==> src/rtl/mrac_pkg.sv <==
package mrac_pkg;

  typedef enum logic [1:0] {
    ST_IDLE = 2'd0,
    ST_SEND = 2'd1,
    ST_WAIT = 2'd2
  } seq_state_e;

  // Completion depends on direction: writes end on issue, reads on data return.
  function automatic logic op_complete(input logic is_read,
                                       input logic wr_iss,
                                       input logic rd_ret);
    return is_read ? rd_ret : wr_iss;
  endfunction

  // Flag update: a set beats any clear in the same cycle.
  function automatic logic flag_next(input logic cur,
                                     input logic set_ev,
                                     input logic clr_ev);
    if (set_ev) return 1'b1;
    if (clr_ev) return 1'b0;
    return cur;
  endfunction

endpackage

==> src/rtl/mrac_hold.sv <==
module mrac_hold #(
  parameter int AW = 8,
  parameter int DW = 8
) (
  input  logic          clk,
  input  logic          rst,
  input  logic          load,
  input  logic          in_is_read,
  input  logic [AW-1:0] in_addr,
  input  logic [DW-1:0] in_wdata,
  output logic          out_is_read,
  output logic [AW-1:0] out_addr,
  output logic [DW-1:0] out_wdata
);

  always_ff @(posedge clk) begin
    if (rst) begin
      out_is_read <= 1'b0;
      out_addr    <= '0;
      out_wdata   <= '0;
    end else if (load) begin
      out_is_read <= in_is_read;
      out_addr    <= in_addr;
      out_wdata   <= in_wdata;
    end
  end

endmodule

==> src/rtl/mrac_seq.sv <==
module mrac_seq
  import mrac_pkg::*;
(
  input  logic clk,
  input  logic rst,
  input  logic req_stb,
  input  logic op_is_read,
  input  logic cmd_ready,
  input  logic wr_issued,
  input  logic rd_return,
  output logic busy,
  output logic cmd_valid,
  output logic ev_accept,
  output logic ev_fire,
  output logic ev_done
);

  seq_state_e state_q, state_d;

  assign ev_accept = req_stb && (state_q == ST_IDLE);
  assign ev_fire   = (state_q == ST_SEND) && cmd_ready;
  assign ev_done   = (state_q == ST_WAIT) &&
                     op_complete(op_is_read, wr_issued, rd_return);

  always_comb begin
    state_d = state_q;
    unique case (state_q)
      ST_IDLE: if (ev_accept) state_d = ST_SEND;
      ST_SEND: if (ev_fire)   state_d = ST_WAIT;
      ST_WAIT: if (ev_done)   state_d = ST_IDLE;
      default:                state_d = ST_IDLE;
    endcase
  end

  always_ff @(posedge clk) begin
    if (rst) state_q <= ST_IDLE;
    else     state_q <= state_d;
  end

  assign busy      = (state_q != ST_IDLE);
  assign cmd_valid = (state_q == ST_SEND);

endmodule

==> src/rtl/mrac_rbuf.sv <==
module mrac_rbuf
  import mrac_pkg::*;
#(
  parameter int DW = 8
) (
  input  logic          clk,
  input  logic          rst,
  input  logic          capture,
  input  logic [DW-1:0] cap_data,
  input  logic          clr_issue,
  input  logic          clr_sw,
  output logic [DW-1:0] data_q,
  output logic          valid_q
);

  always_ff @(posedge clk) begin
    if (rst) begin
      data_q  <= '0;
      valid_q <= 1'b0;
    end else begin
      if (capture) data_q <= cap_data;
      valid_q <= flag_next(valid_q, capture, clr_issue | clr_sw);
    end
  end

endmodule

==> src/rtl/mr_access_ctl.sv <==
module mr_access_ctl #(
  parameter int AW = 8,
  parameter int DW = 8
) (
  input  logic          clk,
  input  logic          rst,
  input  logic          req_stb,
  input  logic          req_is_read,
  input  logic [AW-1:0] req_addr,
  input  logic [DW-1:0] req_wdata,
  output logic          busy,
  input  logic          flag_rd_stb,
  output logic          rd_valid,
  output logic [DW-1:0] rd_data,
  output logic          cmd_valid,
  input  logic          cmd_ready,
  output logic          cmd_is_read,
  output logic [AW-1:0] cmd_addr,
  output logic [DW-1:0] cmd_wdata,
  input  logic          wr_issued,
  input  logic          rd_return,
  input  logic [DW-1:0] ret_data
);

  // Named internal events, visible to the bound checker.
  logic ev_accept;
  logic ev_fire;
  logic ev_done;
  logic ev_rd_set;
  logic ev_rd_issue;

  mrac_hold #(.AW(AW), .DW(DW)) u_hold (
    .clk        (clk),
    .rst        (rst),
    .load       (ev_accept),
    .in_is_read (req_is_read),
    .in_addr    (req_addr),
    .in_wdata   (req_wdata),
    .out_is_read(cmd_is_read),
    .out_addr   (cmd_addr),
    .out_wdata  (cmd_wdata)
  );

  mrac_seq u_seq (
    .clk       (clk),
    .rst       (rst),
    .req_stb   (req_stb),
    .op_is_read(cmd_is_read),
    .cmd_ready (cmd_ready),
    .wr_issued (wr_issued),
    .rd_return (rd_return),
    .busy      (busy),
    .cmd_valid (cmd_valid),
    .ev_accept (ev_accept),
    .ev_fire   (ev_fire),
    .ev_done   (ev_done)
  );

  assign ev_rd_set   = ev_done && cmd_is_read;
  assign ev_rd_issue = ev_fire && cmd_is_read;

  mrac_rbuf #(.DW(DW)) u_rbuf (
    .clk      (clk),
    .rst      (rst),
    .capture  (ev_rd_set),
    .cap_data (ret_data),
    .clr_issue(ev_rd_issue),
    .clr_sw   (flag_rd_stb),
    .data_q   (rd_data),
    .valid_q  (rd_valid)
  );

endmodule

==> config.mk <==
export PLATFORM = sky130hd
export DESIGN_NAME = mr_access_ctl
export DESIGN_NICKNAME = d
export VERILOG_FILES = /design/src/rtl/mrac_pkg.sv /design/src/rtl/mrac_hold.sv /design/src/rtl/mrac_seq.sv /design/src/rtl/mrac_rbuf.sv /design/src/rtl/mr_access_ctl.sv
export SDC_FILE = /design/constraint.sdc
export NUM_CORES = 1
export LEC_CHECK = 0
export BUFFER_PORTS_ARGS = -buffer_cell sky130_fd_sc_hd__buf_2
export CAP_MARGIN = 25
export CORE_MARGIN = 4
export CORE_UTILIZATION = 46
export DETAILED_ROUTE_END_ITERATION = 10
export GPL_TIMING_DRIVEN = 0
export PLACE_DENSITY = 0.88
export SLEW_MARGIN = 20
export SYNTH_ARGS = -nofsm -noshare
export SYNTH_HDL_FRONTEND = slang
export SYNTH_SLANG_ARGS = --single-unit
==> constraint.sdc <==
create_clock -name clk -period 1.3 [get_ports clk]
set_input_delay 0.13 -clock clk [delete_from_list [all_inputs] [get_ports clk]]
set_output_delay 0.13 -clock clk [all_outputs]
set_load 0.01 [all_outputs]
* Word level (Yosys, flattened, before mapping)
Index checks and enable logic that the tools add are counted. Widths: inputs -> output; s select.
Word-level totals: bits in registers 28, bits of input ports 32, word-level logic and storage cells 35
Operators by class: eq/ne operators 5, muxes and demuxes 14, bitwise operators 1, reductions and logical operators 9
Operators with widths (number):
- $mux 1 | 10
- $mux 2 | 3
- $pmux 2 s3 | 1
- $logic_and 1x1->1 | 5
- $ne 2x2->1 const B | 2
- $reduce_bool 2->1 | 2
- $reduce_and 3->1 | 1
- $eq 2x1->1 const B | 1
- $eq 2x2->1 const B | 1
- $logic_not 2->1 | 1
- $ne 2x1->1 const B | 1
- $or 1x1->1 | 1

* Logic depth before layout (Yosys ltp)
Gate-level depths: netlist of the first run.
word-level depth 9, mapped depth 4, gate-level depth less buffers 2

* By module
Synthesis of the first run repeated with hierarchy kept, for this count alone.
Second synthesis, totals: cell total of the unflattened synthesis 102, area, all modules 1082.3 um^2
Modules (own cells, without submodules):
- mrac_hold | instances 1, cells each 55, area an instance 614.3 um^2
- mrac_rbuf | instances 1, cells each 30, area an instance 322.8 um^2
- mrac_seq | instances 1, cells each 15, area an instance 132.6 um^2
- mr_access_ctl | instances 1, cells each 2, area an instance 12.5 um^2

* Worst setup path before layout of the first run
OpenSTA, ideal clock, no wires.
path type reg-to-reg, from register u_seq.state_q[1], to register u_hold.out_addr[1], library setup time 72 ps, data arrival time 999 ps, data required time 1228 ps, slack 229 ps, cell stages (with the launch flop) 5, path buffers 2, period minus slack after synthesis 1071 ps, path through dfxtp_1 -> nor3b_2 -> buf_6 -> buf_12 -> mux2i_1
On the way: word-level cells in the longest chain between the ends 2
RTL lines:
- start: declaration | line mrac_seq.sv:18 | seq_state_e state_q, state_d;
- start signal: assignment | line mrac_seq.sv:37 | else state_q <= state_d;
- $logic_not 2->1 | line mrac_seq.sv:20 | assign ev_accept = req_stb && (state_q == ST_IDLE);
- $logic_and 1x1->1 | line mrac_seq.sv:20
- end signal: assignment | line mrac_hold.sv:23 | out_addr <= in_addr;
- end: declaration | line mrac_hold.sv:12 | output logic [AW-1:0] out_addr,
Every way passes these cells. A chain may end at the register's enable or synchronous reset.

* Final worst setup path of the first run
from register u_seq.state_q[1], to output port busy
On the way: word-level cells in the longest chain between the ends 1
RTL lines:
- $reduce_bool 2->1 | line mrac_seq.sv:40 | assign busy = (state_q != ST_IDLE);
- end: declaration | line mr_access_ctl.sv:11 | output logic busy,
Every way passes these cells.

==> results of run 1 <==
power by group through the flow:
| stage | clock [W] | combinational [W] | sequential, W |
|---|---|---|---|
| floorplan | 0 | 0.000156 | 0.000967 |
| global placement | 0 | 0.000287 | 0.000947 |
| detailed placement | 0 | 0.000299 | 0.000952 |
| CTS | 0.000581 | 0.000300 | 0.000933 |
| global route | 0.000628 | 0.000347 | 0.000941 |
| finish | 0.000569 | 0.000316 | 0.000933 |
flip-flops by register name (all words and copies together), names as in the netlist:
| signal | flops |
|---|---|
| u_rbuf.valid_q | 1 |
| u_hold.out_wdata | 8 |
| u_rbuf.data_q | 8 |
| u_hold.out_addr | 8 |
| u_hold.out_is_read | 1 |
| u_seq.state_q | 2 |
stage by stage:
stage	hold WS, ns	instance area, um2
5_1_grt	0.0106	1730
3_3_place_gp	0.392	1640
3_5_place_dp	0.400	1640
4_1_cts	0.0259	1690
2_1_floorplan	0.285	1300
6_report	0.0308	1730
metal layers:
metal  share of wire (%)  up-vias  global-route usage, %
met4                0.33        0                   4.95
met3                 8.0        2                   4.40
li1                    -      549                      -
met2                  50       41                   30.2
met1                  42      507                   21.1
met5                   0        -                      0
area by class of cell:
class	count	area (um2)	area share [%]
clock inverter	1	30.0	1.74
clock buffer	3	22.5	1.30
timing repair buffer	64	333	19.3
sequential	28	563	32.6
multi-input combinational	89	676	39.1
inverter	1	3.75	0.217
tap	31	38.8	2.24
buffer	8	61.3	3.55
logic make-up after synthesis:
kind of cell,count (synthesis)
and+or+nand+nor,61
buffers and inverters,9
muxes,25
AOI/OAI and AO/OA,3
DFF,28
worst max-delay path, delay by kind of cell, from the launching register on:
kind	cells	cell delay [ns]
DFF	1	0.39
and+or+nand+nor	1	0.23
buffers and inverters	1	0.14
cells in the mapped netlist, types with 2 or more instances:
| master | count | area share (%) |
|---|---|---|
| sky130_fd_sc_hd__nand2b_1 | 51 | 25 |
| sky130_fd_sc_hd__dfxtp_1 | 28 | 43 |
| sky130_fd_sc_hd__mux2i_1 | 25 | 19 |
| sky130_fd_sc_hd__clkbuf_1 | 5 | 1.4 |
| sky130_fd_sc_hd__buf_6 | 2 | 1.7 |
| sky130_fd_sc_hd__nor3b_1 | 2 | 1.2 |
worst paths after layout:
path	to	start	slack, ns	cells past startpoint
setup / recovery	busy	u_seq.state_q[1]$_SDFFE_PP0P_	0.08	2
hold / removal	u_rbuf.data_q[6]$_SDFFE_PP0P_	ret_data[6]	0.03	3
setup reg to reg	u_hold.out_addr[5]$_SDFFE_PP0P_	u_seq.state_q[1]$_SDFFE_PP0P_	0.16	4
hold reg to reg	u_hold.out_wdata[0]$_SDFFE_PP0P_	u_hold.out_wdata[0]$_SDFFE_PP0P_	0.48	2
what timing repair did:
item | CTS | global route
setup endpoints to repair | 0 | 12
buffers inserted | 0 | 5
gates resized for setup | 0 | 2
endpoints found under the hold margin | 0 | 0
==> impl_metrics.csv, run 1 <==
group,metric,value,unit
global_route,grt_pass1_wl,4.90,mm
synth,seq_total_area_yosys,43.1,%
synth,ys_ff_latch,28,
power,p_int,0.00139,W
detailed_routing,per_cell_routed_wire_length,13.3,um
final_layout,layout.nets,227,
placed_design,gp_congestion,0.799,
synth,synthSimpleGateAreaFrac,30.7,%
placed_design,portbufs,59,
cts,cts_num_sinks,28,
detailed_routing,drt_first_iter_violations,41,
timing,setup_viol,0,
power,p_seq_share,51.3,%
setup_path,worst_path_max_delay_cell,"sky130_fd_sc_hd__dfxtp_2",
timing,postLayoutSetupSlackWorst,0.0788,ns
timing,max_freq,819,MHz
setup_path,timing.critical_path.cells,"or2_1, buf_2",
timing,timing.final.crit_share,93.9,%
synth,dominantRegCellSynth,"sky130_fd_sc_hd__dfxtp_1",
timing,period_minus_slack,1.22,ns
floorplan,design.portCount,60,
synth,ys_types,19,
global_route,groute.usage.overall,17.4,%
power,leakagePower,0.827,nW
placed_design,pre_cts_slack,0.0975,ns
final_layout,final_core_utilization,63.2,%
synth,synthesized_netlist_cell_count,126,
detailed_routing,viasPerCell,4.88,
setup_path,crit_path_max_cell_delay,0.39,ns
timing,finalHoldViolCount,0,
setup_path,setup.worst_path.class,"flop to primary output",
placed_design,place_inst,216,
power,combinationalPowerShare,17.4,%
final_layout,post_synthesis_to_final_layout_area_growth,32.8,%
synth,synth_top_family_by_area,"simple AND/OR/NAND/NOR gates",
synth,synthesis.area,0.00130,mm2
synth,post_synthesis_share_of_cell_area_spent_on_full_adders_half_adders_and_majority_gates,0,%
placed_design,detailedPlacementHpwl,2.38,mm
cts,ctsRootBufferMaster,"sky130_fd_sc_hd__clkbuf_4",
timing,finalMaxSlewViolations,0,
cts,cts-htree-levels,1,
timing,rsz_0062_raised_after_global_routing,"no",
detailed_routing,dr_total_vias,1099,
run,maxCapViolCount,0,
floorplan,floorplan.initialDensity,47.6,%
final_layout,post_layout_cell_count,225,
global_route,first_global_vias,1111,
global_route,grt_antenna_before_repair,0,
cts,clk_latency_worst_skew_pair,0.33,ns
power,power.total,0.00182,W
power,clock_power_share,31.3,%
cts,cts_tree,"done",
cts,post_cts_hold_buffer_count,0,
floorplan,die_w,61.2,um
power,max-vdd-ir-drop,0.000772,V
synth,synthesis.yosys.warnings,0,
detailed_routing,drc,0,
power,share_of_total_power_consumed_by_net_switching,23.3,%
setup_path,critical_path_arrival,1.09,ns
floorplan,placementRows,19,
floorplan,die_y,61.2,um
cts,clockBufferDepth,2,
power,pwr_density_cell,1050,mW/mm2
detailed_routing,antenna_left,0,
outcome,outcome,"finished clean",
setup_path,critical_path_required,1.17,ns
setup_path,worst_setup_path_start_kind,"flop",
synth,synth_compound_gate_area_share,2.02,%
final_layout,final_common_cell,"sky130_fd_sc_hd__buf_2",
cts,tritoncts.num_buffers,3,
power,total_switching_power,0.000424,W
synth,mean_cell_area_of_the_mapped_netlist,10.3,um2
final_layout,fillerInstances,241,
floorplan,floorplan_die_area,0.00374,mm2
synth,synth_async_sr_flop_share,0,%
final_layout,drive_above_1_share,38.1,%
synth,post_synth_mux_area_share,19.2,%
global_route,global_route_overflow,0,
floorplan,core_area,0.00273,mm2
timing,worst_pin_slew,0.349,ns
synth,xor_and_xnor_area_share_after_synthesis,0,%
setup_path,critical_path.max_fanout,8,
cts,clk_transition_reported_paths,0.16,ns
global_route,grt_start_max_net_pins,17,
timing,slew-limit-headroom,76.8,%
detailed_routing,dr.pass1.iters,4,
final_layout,diodes,0,
setup_path,capturing_element_type_of_the_critical_path,"primary output",
detailed_routing,route.final.wire_length,3.00,mm
hold_path,hp-class,"primary input to flop",
synth,synth-edff-count,0,
synth,postSynthNetCount,158,
timing,timing.setup.tns,0,ns
final_layout,mostFrequentLayoutCells,"59 x sky130_fd_sc_hd__buf_2, 51 x sky130_fd_sc_hd__nand2b_1, 26 x sky130_fd_sc_hd__dfxtp_1",
timing,clock_skew,0.0122,ns
Power figures use the tool's default switching activity.
==> inputs of run 2 (changes only) <==
--- a/config.mk
+++ b/config.mk
@@ -5,13 +5,14 @@
 export SDC_FILE = /design/constraint.sdc
 export NUM_CORES = 1
 export LEC_CHECK = 0
+export ABC_AREA = 1
 export BUFFER_PORTS_ARGS = -buffer_cell sky130_fd_sc_hd__buf_2
 export CAP_MARGIN = 25
 export CORE_MARGIN = 4
-export CORE_UTILIZATION = 46
+export CORE_UTILIZATION = 43
 export DETAILED_ROUTE_END_ITERATION = 10
 export GPL_TIMING_DRIVEN = 0
-export PLACE_DENSITY = 0.88
+export PLACE_DENSITY = 0.87
 export SLEW_MARGIN = 20
 export SYNTH_ARGS = -nofsm -noshare
 export SYNTH_HDL_FRONTEND = slang
==> run 2 against run 1 <==
Effect of this change:
- register-to-register slack about the same
- combinational power down 8.9%
- synthesized cell count up 20%
- setup slack better by 0.048 ns
- critical path type unchanged
- largest power group unchanged
- highest routed layer unchanged
==> impl_metrics.csv, run 2 <==
group,metric,value,unit
synth,yosysTopAreaCellShare,51.3,%
global_route,groute.usage.overall,13.4,%
final_layout,mostFrequentLayoutCells,"61 x sky130_fd_sc_hd__buf_2, 52 x sky130_fd_sc_hd__nor2_1, 27 x sky130_fd_sc_hd__dfxtp_1",
setup_path,critical_path_required,1.17,ns
synth,synthesized_netlist_cell_count,151,
setup_path,timing.critical_path.cells,"inv_2, nor2_2, buf_2",
placed_design,gp_congestion,0.755,
detailed_routing,per_cell_routed_wire_length,9.29,um
final_layout,diodes,0,
setup_path,cp-startpoint,"u_seq.state_q[0]$_SDFFE_PP0P_",
setup_path,worst_path_max_delay_cell,"sky130_fd_sc_hd__dfxtp_2",
power,leakagePower,0.791,nW
timing,timing.setup.tns,0,ns
synth,ys_types,15,
floorplan,floorplan.initialDensity,44.5,%
detailed_routing,viasPerCell,4.29,
setup_path,worst-r2r-cell-count,6,
global_route,grt_antenna_before_repair,0,
setup_path,worstSetupEndpoint,"cmd_valid",
final_layout,registers_with_the_highest_flip_flop_counts,"u_hold.out_addr x8, u_hold.out_wdata x8, u_rbuf.data_q x8",
detailed_routing,route.final.wire_length,2.28,mm
detailed_routing,antenna_left,0,
timing,max_freq,852,MHz
synth,seq_total_area_yosys,51.3,%
timing,slew-limit-headroom,86.4,%
final_layout,layout.nets,248,
timing,worst_pin_slew,0.204,ns
floorplan,design.portCount,60,
setup_path,worst_setup_path_start_kind,"flop",
floorplan,die_w,58.4,um
cts,ctsRootBufferMaster,"sky130_fd_sc_hd__clkbuf_4",
power,pwr_density_cell,1110,mW/mm2
floorplan,floorplan_die_area,0.00341,mm2
synth,dominantRegCellSynth,"sky130_fd_sc_hd__dfxtp_1",
synth,ys_top_cells_by_area,"sky130_fd_sc_hd__dfxtp_1 51%, sky130_fd_sc_hd__nor2_1 18%, sky130_fd_sc_hd__nand2_1 8.2%",
cts,clk_transition_reported_paths,0.14,ns
synth,postSynthNetCount,183,
setup_path,setup.worst_path.class,"flop to primary output",
timing,timing.final.crit_share,90.3,%
timing,clock_skew,0.00217,ns
cts,cts-htree-levels,1,
cts,clk_latency_worst_skew_pair,0.31,ns
hold_path,hp-class,"primary input to flop",
floorplan,placementRows,18,
cts,postCtsSetupRepairBufs,0,
setup_path,crit_path_max_cell_delay,0.36,ns
detailed_routing,dr.pass1.iters,4,
global_route,first_global_vias,868,
timing,hold_slack,0.0493,ns
synth,synthesis.area,0.00109,mm2
setup_path,r2r_slack,0.17,ns
synth,synthesis.yosys.warnings,0,
synth,synth.largest_area_cell,"sky130_fd_sc_hd__dfxtp_1",
synth,mean_cell_area_of_the_mapped_netlist,7.24,um2
synth,synth-edff-count,0,
global_route,global_route_overflow,0,
timing,period_minus_slack,1.17,ns
floorplan,core_area,0.00245,mm2
final_layout,post_synthesis_to_final_layout_area_growth,35.1,%
timing,rsz_0062_raised_after_global_routing,"no",
cts,tritoncts.num_buffers,3,
detailed_routing,dr_total_vias,1052,
setup_path,critical_path_arrival,1.04,ns
cts,clockBufferDepth,2,
setup_path,critical_path.reg2reg.endpoint,"u_rbuf.data_q[6]$_SDFFE_PP0P_",
detailed_routing,drc,0,
synth,synth_async_sr_flop_share,0,%
synth,ys_ff_latch,28,
final_layout,final_common_cell,"sky130_fd_sc_hd__buf_2",
global_route,grt_pass1_wl,3.59,mm
synth,post-synth-top-count-cell,"sky130_fd_sc_hd__nor2_1",
detailed_routing,drt_first_iter_violations,59,
setup_path,critical_path.max_fanout,4,
cts,cts_num_sinks,28,
setup_path,timing.rr.start,"u_hold.out_is_read$_SDFFE_PP0P_",
placed_design,detailedPlacementHpwl,1.78,mm
timing,finalHoldViolCount,0,
outcome,outcome,"finished clean",
timing,setup_viol,0,
final_layout,drive_above_1_share,36.3,%
cts,cts_tree,"done",
timing,finalMaxSlewViolations,0,
setup_path,capturing_element_type_of_the_critical_path,"primary output",
run,maxCapViolCount,0,
floorplan,die_y,58.4,um
global_route,grt_start_max_net_pins,16,
power,max-vdd-ir-drop,0.00109,V
synth,commonest_cells_post_synth,"53 x sky130_fd_sc_hd__nor2_1, 28 x sky130_fd_sc_hd__dfxtp_1, 24 x sky130_fd_sc_hd__nand2_1, 17 x sky130_fd_sc_hd__o21ai_0, 13 x sky130_fd_sc_hd__inv_1",
final_layout,final_core_utilization,60.2,%
placed_design,portbufs,59,
-- run 2: changes by cell type after synthesis, sizes merged, moves of 2 or more --
cell,before,now
a21oi,0,3
nand2b,51,0
nand2,1,25
o21ai,0,17
clkbuf,5,1
nor2,0,54
mux2i,25,0
nand3,0,2
inv,1,17
nor3b,3,0
-- run 2: cells by family (layout without fill, tap and decap cells) --
| family | count (synthesis) | in the layout | share of synthesized area [%] |
|---|---|---|---|
| AND/OR/NAND/NOR | 81 | 81 | 30.1 |
| buffers and inverters | 22 | 86 | 9.15 |
| flip-flops | 28 | 28 | 51.3 |
| AO/OA/AOI/OAI | 20 | 20 | 9.50 |
-- run 2: routing by layer --
metal / routed length (um) / GRT usage, %
met5: 0 / 0
met4: 12 / 1.99
met3: 225 / 5.26
met2: 1000 / 22.2
met1: 1040 / 16.7
-- run 2: power by group --
group	internal [W]	switching (W)	leakage, nW
sequential	0.000913	0.0000275	0.230
combinational	0.000129	0.000159	0.539
clock	0.000171	0.000234	0.0210
total	0.00121	0.000420	0.791
-- run 2: through the flow --
stage / total power, W / area [um2] / std cells / worst slack [ns]
after floorplan: 0.00112 / 1090 / 151 / 0.227
after global routing: 0.00175 / 1480 / 245 / 0.0294
after CTS: 0.00166 / 1480 / 245 / 0.0420
after detailed placement: 0.00125 / 1430 / 240 / 0.188
after global placement: 0.00124 / 1430 / 240 / 0.188
final: 0.00163 / 1480 / 245 / 0.127
-- run 2: worst max-delay path: cells and delay by family (launching register included) --
family                 cells  cell delay, ns
buffers and inverters      2            0.22
DFF                        1            0.36
and+or+nand+nor            1            0.15
-- run 2: timing repair --
item | 4_1_cts | 5_1_grt
hold endpoints to repair | 2 | 0
resized for setup | 1 | 3
endpoints found under the setup margin | 1 | 11
hold buffers | 1 | 0
-- run 2: cell type report --
class                   instances  area, um2
repair buffers                 60        305
well taps                      30       37.5
clock buffers                   4       36.3
multi-input cells             101        435
inverters                      17       63.8
plain buffers                   5       37.5
fillers                       246        977
flip-flops and latches         28        562
-- run 2: worst min path at each step --
stage	slack (ns)	depth (start not counted)	from	to
global placement	0.34	2	rst	u_rbuf.valid_q$_SDFFE_PP0P_
finish	0.05	3	req_is_read	u_hold.out_is_read$_SDFFE_PP0P_
floorplan	0.19	1	rst	u_rbuf.valid_q$_SDFFE_PP0P_
global route	0.03	3	req_is_read	u_hold.out_is_read$_SDFFE_PP0P_
detailed placement	0.34	2	rst	u_rbuf.valid_q$_SDFFE_PP0P_
CTS	0.04	3	req_wdata[3]	u_hold.out_wdata[3]$_SDFFE_PP0P_
